### config.mk
export PLATFORM = sky130hd
export DESIGN_NAME = collide_arbiter
export DESIGN_NICKNAME = d
export VERILOG_FILES = /design/src/rtl/ca_pkg.sv /design/src/rtl/ca_port_track.sv /design/src/rtl/ca_judge.sv /design/src/rtl/ca_write_gate.sv /design/src/rtl/collide_arbiter.sv
export SDC_FILE = /design/constraint.sdc
export NUM_CORES = 1
export LEC_CHECK = 0
export ABC_CLOCK_PERIOD_IN_PS = 4160
export CAP_MARGIN = 20
export CORE_ASPECT_RATIO = 1.75
export CORE_MARGIN = 1.5
export CORE_UTILIZATION = 25
export DETAILED_ROUTE_END_ITERATION = 8
export DONT_BUFFER_PORTS = 1
export PLACE_DENSITY = 0.47
export SYNTH_ARGS = -nofsm -noshare
export SYNTH_HDL_FRONTEND = slang
export SYNTH_SLANG_ARGS = --single-unit
### constraint.sdc
create_clock -name clk -period 4.16 [get_ports clk]
set_input_delay 0 -clock clk [delete_from_list [all_inputs] [get_ports clk]]
set_output_delay 0 -clock clk [all_outputs]
set_load 0.02 [all_outputs]
### src/rtl/ca_pkg.sv
// Package: shared types for the collision arbiter.
// Assumes: two ports only; index 0 is left, index 1 is right.
package ca_pkg;
    typedef enum logic [1:0] {
        LOSER_NONE  = 2'b00,
        LOSER_LEFT  = 2'b01,
        LOSER_RIGHT = 2'b10
    } loser_e;

    localparam int NUM_PORTS = 2;
    localparam int PORT_L    = 0;
    localparam int PORT_R    = 1;
endpackage

### src/rtl/ca_port_track.sv
// Module: ca_port_track
// Flags the cycle in which one port starts a new access. A start is an
// enable that goes low, or an address change while the port is enabled.
// Assumes: active-low enable; synchronous active-low reset.
module ca_port_track #(
    parameter int ADDR_W = 15
) (
    input  logic              clk,
    input  logic              rst_n,
    input  logic              en_n,
    input  logic [ADDR_W-1:0] addr,
    output logic              fresh
);
    logic              prev_en_n;
    logic [ADDR_W-1:0] prev_addr;

    // Keep last cycle's enable and address.
    always_ff @(posedge clk) begin
        if (!rst_n) begin
            prev_en_n <= 1'b1;
            prev_addr <= '0;
        end else begin
            prev_en_n <= en_n;
            prev_addr <= addr;
        end
    end

    // Start of access: newly enabled, or a new address while enabled.
    always_comb begin
        fresh = !en_n && (prev_en_n || (addr != prev_addr));
    end
endmodule

### src/rtl/ca_judge.sv
// Module: ca_judge
// Finds address matches, picks the loser, keeps it fixed while the match
// lasts, and registers the active-low busy lines.
// Assumes: start flags come from ca_port_track; left wins on a tie.
module ca_judge
    import ca_pkg::*;
#(
    parameter int ADDR_W = 15
) (
    input  logic              clk,
    input  logic              rst_n,
    input  logic              master,
    input  logic              l_en_n,
    input  logic              r_en_n,
    input  logic [ADDR_W-1:0] l_addr,
    input  logic [ADDR_W-1:0] r_addr,
    input  logic              l_fresh,
    input  logic              r_fresh,
    output logic              lose_l,
    output logic              lose_r,
    output logic              busy_l_n,
    output logic              busy_r_n
);
    logic   match;
    logic   match_q;
    loser_e held_q;
    loser_e loser_now;

    // Full-width compare, qualified by both enables.
    always_comb begin
        match = !l_en_n && !r_en_n && (l_addr == r_addr);
    end

    // Pick the loser: keep the held one while the match goes on, else choose by start cycle.
    always_comb begin
        loser_now = LOSER_NONE;
        if (match) begin
            if (match_q && held_q != LOSER_NONE) begin
                loser_now = held_q;
            end else if (l_fresh && !r_fresh) begin
                loser_now = LOSER_LEFT;
            end else begin
                loser_now = LOSER_RIGHT;
            end
        end
    end

    // Record whether this cycle matched and who lost.
    always_ff @(posedge clk) begin
        if (!rst_n) begin
            match_q <= 1'b0;
            held_q  <= LOSER_NONE;
        end else begin
            match_q <= match;
            held_q  <= loser_now;
        end
    end

    // Register busy lines; held high in slave mode.
    always_ff @(posedge clk) begin
        if (!rst_n) begin
            busy_l_n <= 1'b1;
            busy_r_n <= 1'b1;
        end else begin
            busy_l_n <= !(master && loser_now == LOSER_LEFT);
            busy_r_n <= !(master && loser_now == LOSER_RIGHT);
        end
    end

    // Expose the current-cycle loser to the write gates.
    always_comb begin
        lose_l = (loser_now == LOSER_LEFT);
        lose_r = (loser_now == LOSER_RIGHT);
    end
endmodule

### src/rtl/ca_write_gate.sv
// Module: ca_write_gate
// Turns one port's write request into a write qualifier for the memory.
// Assumes: master mode gates by local arbitration; slave mode by busy input.
module ca_write_gate (
    input  logic master,
    input  logic en_n,
    input  logic we_n,
    input  logic busy_q_n,
    input  logic lose_now,
    input  logic busy_in_n,
    output logic wr_ok
);
    logic req;

    // Request, then gate it according to the mode.
    always_comb begin
        req = !en_n && !we_n;
        if (master) begin
            wr_ok = req && busy_q_n && !lose_now;
        end else begin
            wr_ok = req && busy_in_n;
        end
    end
endmodule

### src/rtl/collide_arbiter.sv
// Module: collide_arbiter (top)
// Busy arbitration on address collisions for a two-port memory. One start
// tracker per port (generate), one judge, and one write gate per port.
// Assumes: synchronous active-low reset; the memory array is outside.
module collide_arbiter
    import ca_pkg::*;
#(
    parameter int ADDR_W = 15
) (
    input  logic              clk,
    input  logic              rst_n,
    input  logic              mode_master,
    input  logic              left_en_n,
    input  logic              left_we_n,
    input  logic [ADDR_W-1:0] left_addr,
    input  logic              right_en_n,
    input  logic              right_we_n,
    input  logic [ADDR_W-1:0] right_addr,
    input  logic              left_busy_in_n,
    input  logic              right_busy_in_n,
    output logic              left_busy_n,
    output logic              right_busy_n,
    output logic              left_wr_ok,
    output logic              right_wr_ok
);
    logic [NUM_PORTS-1:0]             en_n_v;
    logic [NUM_PORTS-1:0]             we_n_v;
    logic [NUM_PORTS-1:0][ADDR_W-1:0] addr_v;
    logic [NUM_PORTS-1:0]             bin_v;
    logic [NUM_PORTS-1:0]             fresh_v;
    logic [NUM_PORTS-1:0]             lose_v;
    logic [NUM_PORTS-1:0]             busy_v;
    logic [NUM_PORTS-1:0]             wrok_v;

    // Gather the per-port signals into vectors.
    always_comb begin
        en_n_v[PORT_L] = left_en_n;
        en_n_v[PORT_R] = right_en_n;
        we_n_v[PORT_L] = left_we_n;
        we_n_v[PORT_R] = right_we_n;
        addr_v[PORT_L] = left_addr;
        addr_v[PORT_R] = right_addr;
        bin_v[PORT_L]  = left_busy_in_n;
        bin_v[PORT_R]  = right_busy_in_n;
    end

    for (genvar p = 0; p < NUM_PORTS; p++) begin : g_port
        ca_port_track #(.ADDR_W(ADDR_W)) u_track (
            .clk   (clk),
            .rst_n (rst_n),
            .en_n  (en_n_v[p]),
            .addr  (addr_v[p]),
            .fresh (fresh_v[p])
        );

        ca_write_gate u_gate (
            .master    (mode_master),
            .en_n      (en_n_v[p]),
            .we_n      (we_n_v[p]),
            .busy_q_n  (busy_v[p]),
            .lose_now  (lose_v[p]),
            .busy_in_n (bin_v[p]),
            .wr_ok     (wrok_v[p])
        );
    end

    ca_judge #(.ADDR_W(ADDR_W)) u_judge (
        .clk      (clk),
        .rst_n    (rst_n),
        .master   (mode_master),
        .l_en_n   (left_en_n),
        .r_en_n   (right_en_n),
        .l_addr   (left_addr),
        .r_addr   (right_addr),
        .l_fresh  (fresh_v[PORT_L]),
        .r_fresh  (fresh_v[PORT_R]),
        .lose_l   (lose_v[PORT_L]),
        .lose_r   (lose_v[PORT_R]),
        .busy_l_n (busy_v[PORT_L]),
        .busy_r_n (busy_v[PORT_R])
    );

    // Drive the outputs from the per-port vectors.
    always_comb begin
        left_busy_n  = busy_v[PORT_L];
        right_busy_n = busy_v[PORT_R];
        left_wr_ok   = wrok_v[PORT_L];
        right_wr_ok  = wrok_v[PORT_R];
    end
endmodule

==> results of run 1 <==
[cell usage in the layout, fill, tap and decap left out, types with 2 or more instances in the layout]
master,instances
nor4_2,4
dlygate4sd3_1,34
nand2_1,3
xnor2_1,27
nor2_1,2
xor2_1,18
bufinv_16,2
and2_1,29
dfxtp_1,37
o21ai_1,2
clkbuf_8,5
inv_1,4
nor3_1,3
nand4_1,8
a21oi_1,3
or4_4,2
[timing repair]
item / 4_1_cts / 5_1_grt
hold buffers: 34 / 0
endpoints found under the setup margin: 0 / 0
hold endpoints to repair: 37 / 0
[path summary, 6_finish.rpt]
kind	slack [ns]	to	startpoint	cells after the start
max reg2reg	2.43	u_judge.held_q[0]$_SDFF_PN0_	g_port[0].u_track.prev_addr[13]$_SDFF_PN0_	5
min	0.08	u_judge.busy_l_n$_SDFF_PN1_	right_en_n	3
max	1.98	right_wr_ok	g_port[1].u_track.prev_addr[0]$_SDFF_PN0_	5
min reg2reg	0.55	u_judge.busy_r_n$_SDFF_PN1_	u_judge.held_q[0]$_SDFF_PN0_	2
[cell usage after synthesis (all sizes together)]
| cell type | n | area, sq um |
|---|---|---|
| or3 | 1 | 6.26 |
| dfxtp | 37 | 741 |
| nand2 | 3 | 11.3 |
| or2 | 1 | 8.76 |
| nor2 | 2 | 7.51 |
| mux2i | 1 | 10.0 |
| nand2b | 1 | 6.26 |
| a2111oi | 1 | 10.0 |
| xnor2 | 27 | 236 |
| nor3 | 3 | 15.0 |
| nor4 | 5 | 56.3 |
| nand3 | 1 | 5.00 |
| a211oi | 1 | 7.51 |
| and2 | 31 | 195 |
| o21ai | 2 | 10.0 |
| o31ai | 1 | 7.51 |
| clkbuf | 3 | 11.3 |
| inv | 4 | 15.0 |
| nor2b | 1 | 6.26 |
| a31oi | 1 | 6.26 |
| a21oi | 3 | 15.0 |
| a2111o | 1 | 11.3 |
| xor2 | 18 | 158 |
| nand4 | 8 | 50.1 |
| or4 | 2 | 22.5 |
[power breakdown]
group	switching, mW	leakage, nW	internal, mW	total (mW)
clock network	0.130	0.0681	0.238	0.369
logic	0.0366	0.453	0.0596	0.0962
registers	0.00636	0.307	0.371	0.377
total	0.173	0.828	0.668	0.842
[per-stage QoR]
step	utilization	cells	hold WS, ns	setup WS [ns]
3_5_place_dp	0.276	236	0.0807	2.27
6_report	0.352	278	0.0807	1.98
5_1_grt	0.352	278	0.120	1.84
3_3_place_gp	0.276	236	0.0793	2.26
4_1_cts	0.352	278	0.0623	1.94
2_1_floorplan	-	159	0.0730	2.43
[routing by layer]
metal / vias up / wire, um
met3: 5 / 252
met4: 0 / 80
met2: 40 / 2300
met1: 582 / 1410
li1: 603 / -
met5: - / 0
[sequential cells by signal, indices dropped and copies added, names as in the netlist]
| name | cells |
|---|---|
| u_judge.held_q | 2 |
| u_judge.busy_r_n | 1 |
| u_judge.busy_l_n | 1 |
| u_judge.match_q | 1 |
| g_port.u_track.prev_addr | 30 |
| g_port.u_track.prev_en_n | 2 |
[critical path: cells and delay by family, from the launching register on]
| family | cells | cell delay, ns |
|---|---|---|
| flops | 1 | 0.31 |
| xor+xnor | 1 | 0.16 |
| compound gates | 2 | 0.95 |
| simple gates | 2 | 0.48 |
[cell type report]
| type | count | area [sq um] | share of cell area |
|---|---|---|---|
| multi-input combinational | 115 | 862 | 0.393 |
| sequential | 37 | 741 | 0.338 |
| timing repair buffer | 34 | 340 | 0.155 |
| tap | 80 | 100 | 0.0457 |
| clock buffer | 5 | 68.8 | 0.0314 |
| clock inverter | 3 | 65.1 | 0.0297 |
| inverter | 4 | 15.0 | 0.00685 |
[kinds of logic after synthesis]
logic type / count (synthesis)
xor gates and xnor gates: 45
DFF: 37
muxes: 1
AOI/OAI and AO/OA: 10
buffers and inverters: 7
and+or+nand+nor: 59
==> impl_metrics.ini, run 1 <==
[flow_run]
cap_violations = 0

[critical_path]
crit_type = flip-flop to output port
crit_arrival_ns = 2.18
cp_cell_sequence = xor2_1, nor4_2, nand4_1, a2111o_1, a31oi_1
crit_required_ns = 4.16
crit_path_top_delay_cell = a2111o_1
cp-end-kind = output port
cp_max_fo = 3
start_kind = flip-flop
critPathMaxStageDelay_ns = 0.49

[detailed_routing]
antenna_left = 0
detail_route.iter0.violations = 44
wirelength_um = 4040
dr.pass1.iters = 4
drc = 0
wl_per_cell_um = 14.5
vias_per_cell = 4.42
vias = 1230

[sta]
tightest_slew_ns = 0.985
period_share = 0.524
post-route-min-period_ns = 2.18
grt_setup_unrepaired = no
slew-limit-headroom = 0.341
hold_viol = 0
drv_slew = 0
fmax_ghz = 0.459
finClkSkew_ns = 0.00726
fin_tns_setup_ns = 0
setup_viol = 0

[cts]
clkTransAtPathRegs_ns = 0.07
clock_latency_ns = 0.29
numCtsBuffers = 5
cts_sinks = 37
clk_path_buf_depth = 2
clock-root-buffer = clkbuf_8
postCtsSetupBuffers = 0
cts-htree-levels = 2
cts-resized-gates = 0
tritoncts = built

[placement]
io_buffers = 0
dp_hpwl_um = 2850
place.gp.congestion = 0.713
postPlaceCellArea_sq_mm = 0.00172

[synthesis]
synthXorXnorAreaFrac = 0.242
ys_warn_count = 0
synth-seq-cells = 37
synth.area.mux_share = 0.00614
synth_cells = 159
postSynthAreaPerCell_sq_um = 10.2
yosysSeqAreaShare = 0.455
synth_area_sq_mm = 0.00163
synthAdderAreaFrac = 0
ys_types = 28
synth_top_family_by_area = XOR/XNOR gates
synthSimpleGateAreaFrac = 0.240
synth-compound-area-share = 0.0415
syn-num-nets = 198

[global_route]
grt.overflow.total = 0
grt_max_degree = 34
antenna_found_initial = 0
grt_pass1_wl_um = 6560
groute.layer.met1.usage = 0.122
grt_usage = 0.128
grt_pass1_vias = 1296
gr-max-usage-layer = met2
met3_usage = 0.0399
grt_use_met2 = 0.241

[min_path]
hp-class = primary input to flip-flop

[finish]
area_growth_pct = 34.6
fillers = 652
final_area_sq_mm = 0.00219
insertedDiodeCount = 0
nNetsFinal = 236
drive_gt1_frac = 0.0808

[die]
dieArea_sq_mm = 0.00703
core_area_sq_mm = 0.00623
die_h_um = 110
die_w_um = 64.0
ios = 43
rows = 38
initial_utilization = 0.262

[power_and_ir_drop]
power_mw = 0.842
p_leak_nw = 0.828
ir_worst_vdd_mv = 0.259
power.density_mw_per_mm2 = 384

[run_status]
status = finished clean
No activity file was read; power rests on OpenSTA's default activity.
==> run 2: changes to the inputs <==
Settings changed: ABC_CLOCK_PERIOD_IN_PS 4160 to 2200.
Clock period 4.16 ns to 2.2 ns, I/O delays scaled along.
==> impl_metrics.ini, run 2 (synthesized netlist as in run 1, its figures left out) <==
[cts]
clock_latency_ns = 0.29
clock-root-buffer = clkbuf_8
tritoncts = built
clkTransAtPathRegs_ns = 0.08
cts_sinks = 37
clk_path_buf_depth = 2
numCtsBuffers = 5
cts-htree-levels = 2

[finish]
finalNonFillerCells = 281
area.sequential_sq_um = 741
fillers = 652
nNetsFinal = 239
largest_register_ffs = 30
utilization = 0.356
top_regs = g_port.u_track.prev_addr x30, g_port.u_track.prev_en_n x2, u_judge.held_q x2
top_register = g_port.u_track.prev_addr
multi_input_comb_area_sq_um = 862
insertedDiodeCount = 0
drive_gt1_frac = 0.0896
area_growth_pct = 36.1
layout_commonest_cell = dfxtp_1
mostFrequentLayoutCells = dfxtp_1 (37), dlygate4sd3_1 (35), and2_1 (29)
final_area_sq_mm = 0.00222

[placement]
place.gp.congestion = 0.695
io_buffers = 0
dp_hpwl_um = 2910
dp_slack_ns = 0.426
post-place-cells = 237
postPlaceCellArea_sq_mm = 0.00173

[critical_path]
cp_cell_sequence = xor2_1, nor4_2, nand4_1, a2111o_1, a31oi_1, buf_4
cp_num_buf_inv = 1
crit_required_ns = 2.20
critPathMaxStageDelay_ns = 0.44
crit_path_top_delay_cell = a2111o_1
start_kind = flip-flop
cp_max_fo = 3
crit_type = flip-flop to output port
cp-end-kind = output port
path_delay_family = compound AO/OA/AOI/OAI gates
crit_arrival_ns = 2.09

[sta]
post-route-min-period_ns = 2.09
hold_viol = 0
finClkSkew_ns = 0.00372
setup_viol = 0
holdWs_ns = 0.129
fin_ws_ns = 0.113
fmax_ghz = 0.479
tightest_slew_ns = 1.02
slew-limit-headroom = 0.318
period_share = 0.948
drv_slew = 0
grt_setup_unrepaired = no
fin_tns_setup_ns = 0

[flow_run]
cap_violations = 0

[global_route]
grt_pass1_wl_um = 6050
grt_max_degree = 34
antenna_found_initial = 0
grt_pass1_vias = 1236
grt.overflow.total = 0
grt_usage = 0.119

[die]
core_area_sq_mm = 0.00623
die_h_um = 110
dieArea_sq_mm = 0.00703
rows = 38
initial_utilization = 0.262
die_w_um = 64.0
ios = 43

[detailed_routing]
vias = 1203
dr.pass1.iters = 4
wl_per_cell_um = 14.2
antenna_left = 0
detail_route.iter0.violations = 39
wirelength_um = 4000
drc = 0
vias_per_cell = 4.28

[power_and_ir_drop]
p_leak_nw = 0.841
ir_worst_vdd_mv = 0.437
power_mw = 1.59
power.density_mw_per_mm2 = 716

[min_path]
hp-class = primary input to flip-flop

[run_status]
status = finished clean
## run 2: area by class of cell
type | instances | share of cell area
repair buffers | 37 | 0.165
clock inverters | 3 | 0.0293
clock buffers | 5 | 0.0310
inverters | 4 | 0.00677
flip-flops and latches | 37 | 0.334
multi-input cells | 115 | 0.389
well taps | 80 | 0.0451
## run 2: repair_timing
action,CTS,global route
buffers inserted,0,1
endpoints found under the setup margin,0,1
resized for setup,0,0
hold endpoints to repair,37,0
hold buffers,35,0
## run 2: worst register-to-register path, cell delays in order, from the launching register on
cell and delay, ns:
dfxtp_1 0.31, xor2_1 0.17, nor4_2 0.33, nand4_1 0.18
buf_4 0.18, a2111oi_1 0.48, o21ai_1 0.12
## run 2: report_power, final
part / internal [mW] / switching [mW]
clock network: 0.450 / 0.240
logic: 0.115 / 0.0701
registers: 0.701 / 0.0122
total: 1.27 / 0.322
## run 2: path summary, 6_finish.rpt
kind | endpoint | cells past startpoint | from | slack, ns
worst max-delay path | right_wr_ok | 6 | g_port[1].u_track.prev_addr[9]$_SDFF_PN0_ | 0.11
worst min-delay path | u_judge.busy_l_n$_SDFF_PN1_ | 5 | right_en_n | 0.13
worst max register to register | u_judge.busy_l_n$_SDFF_PN1_ | 6 | g_port[1].u_track.prev_addr[9]$_SDFF_PN0_ | 0.30
worst min register to register | u_judge.busy_r_n$_SDFF_PN1_ | 2 | u_judge.held_q[0]$_SDFF_PN0_ | 0.56
## run 2: per-layer routing
metal / vias to the layer above / wire length (um) / track usage
li1: 607 / - / -
met1: 556 / 1430 / 0.112
met2: 34 / 2290 / 0.230
met3: 6 / 207 / 0.0358
met4: 0 / 77 / 0.0559
met5: - / 0 / 0
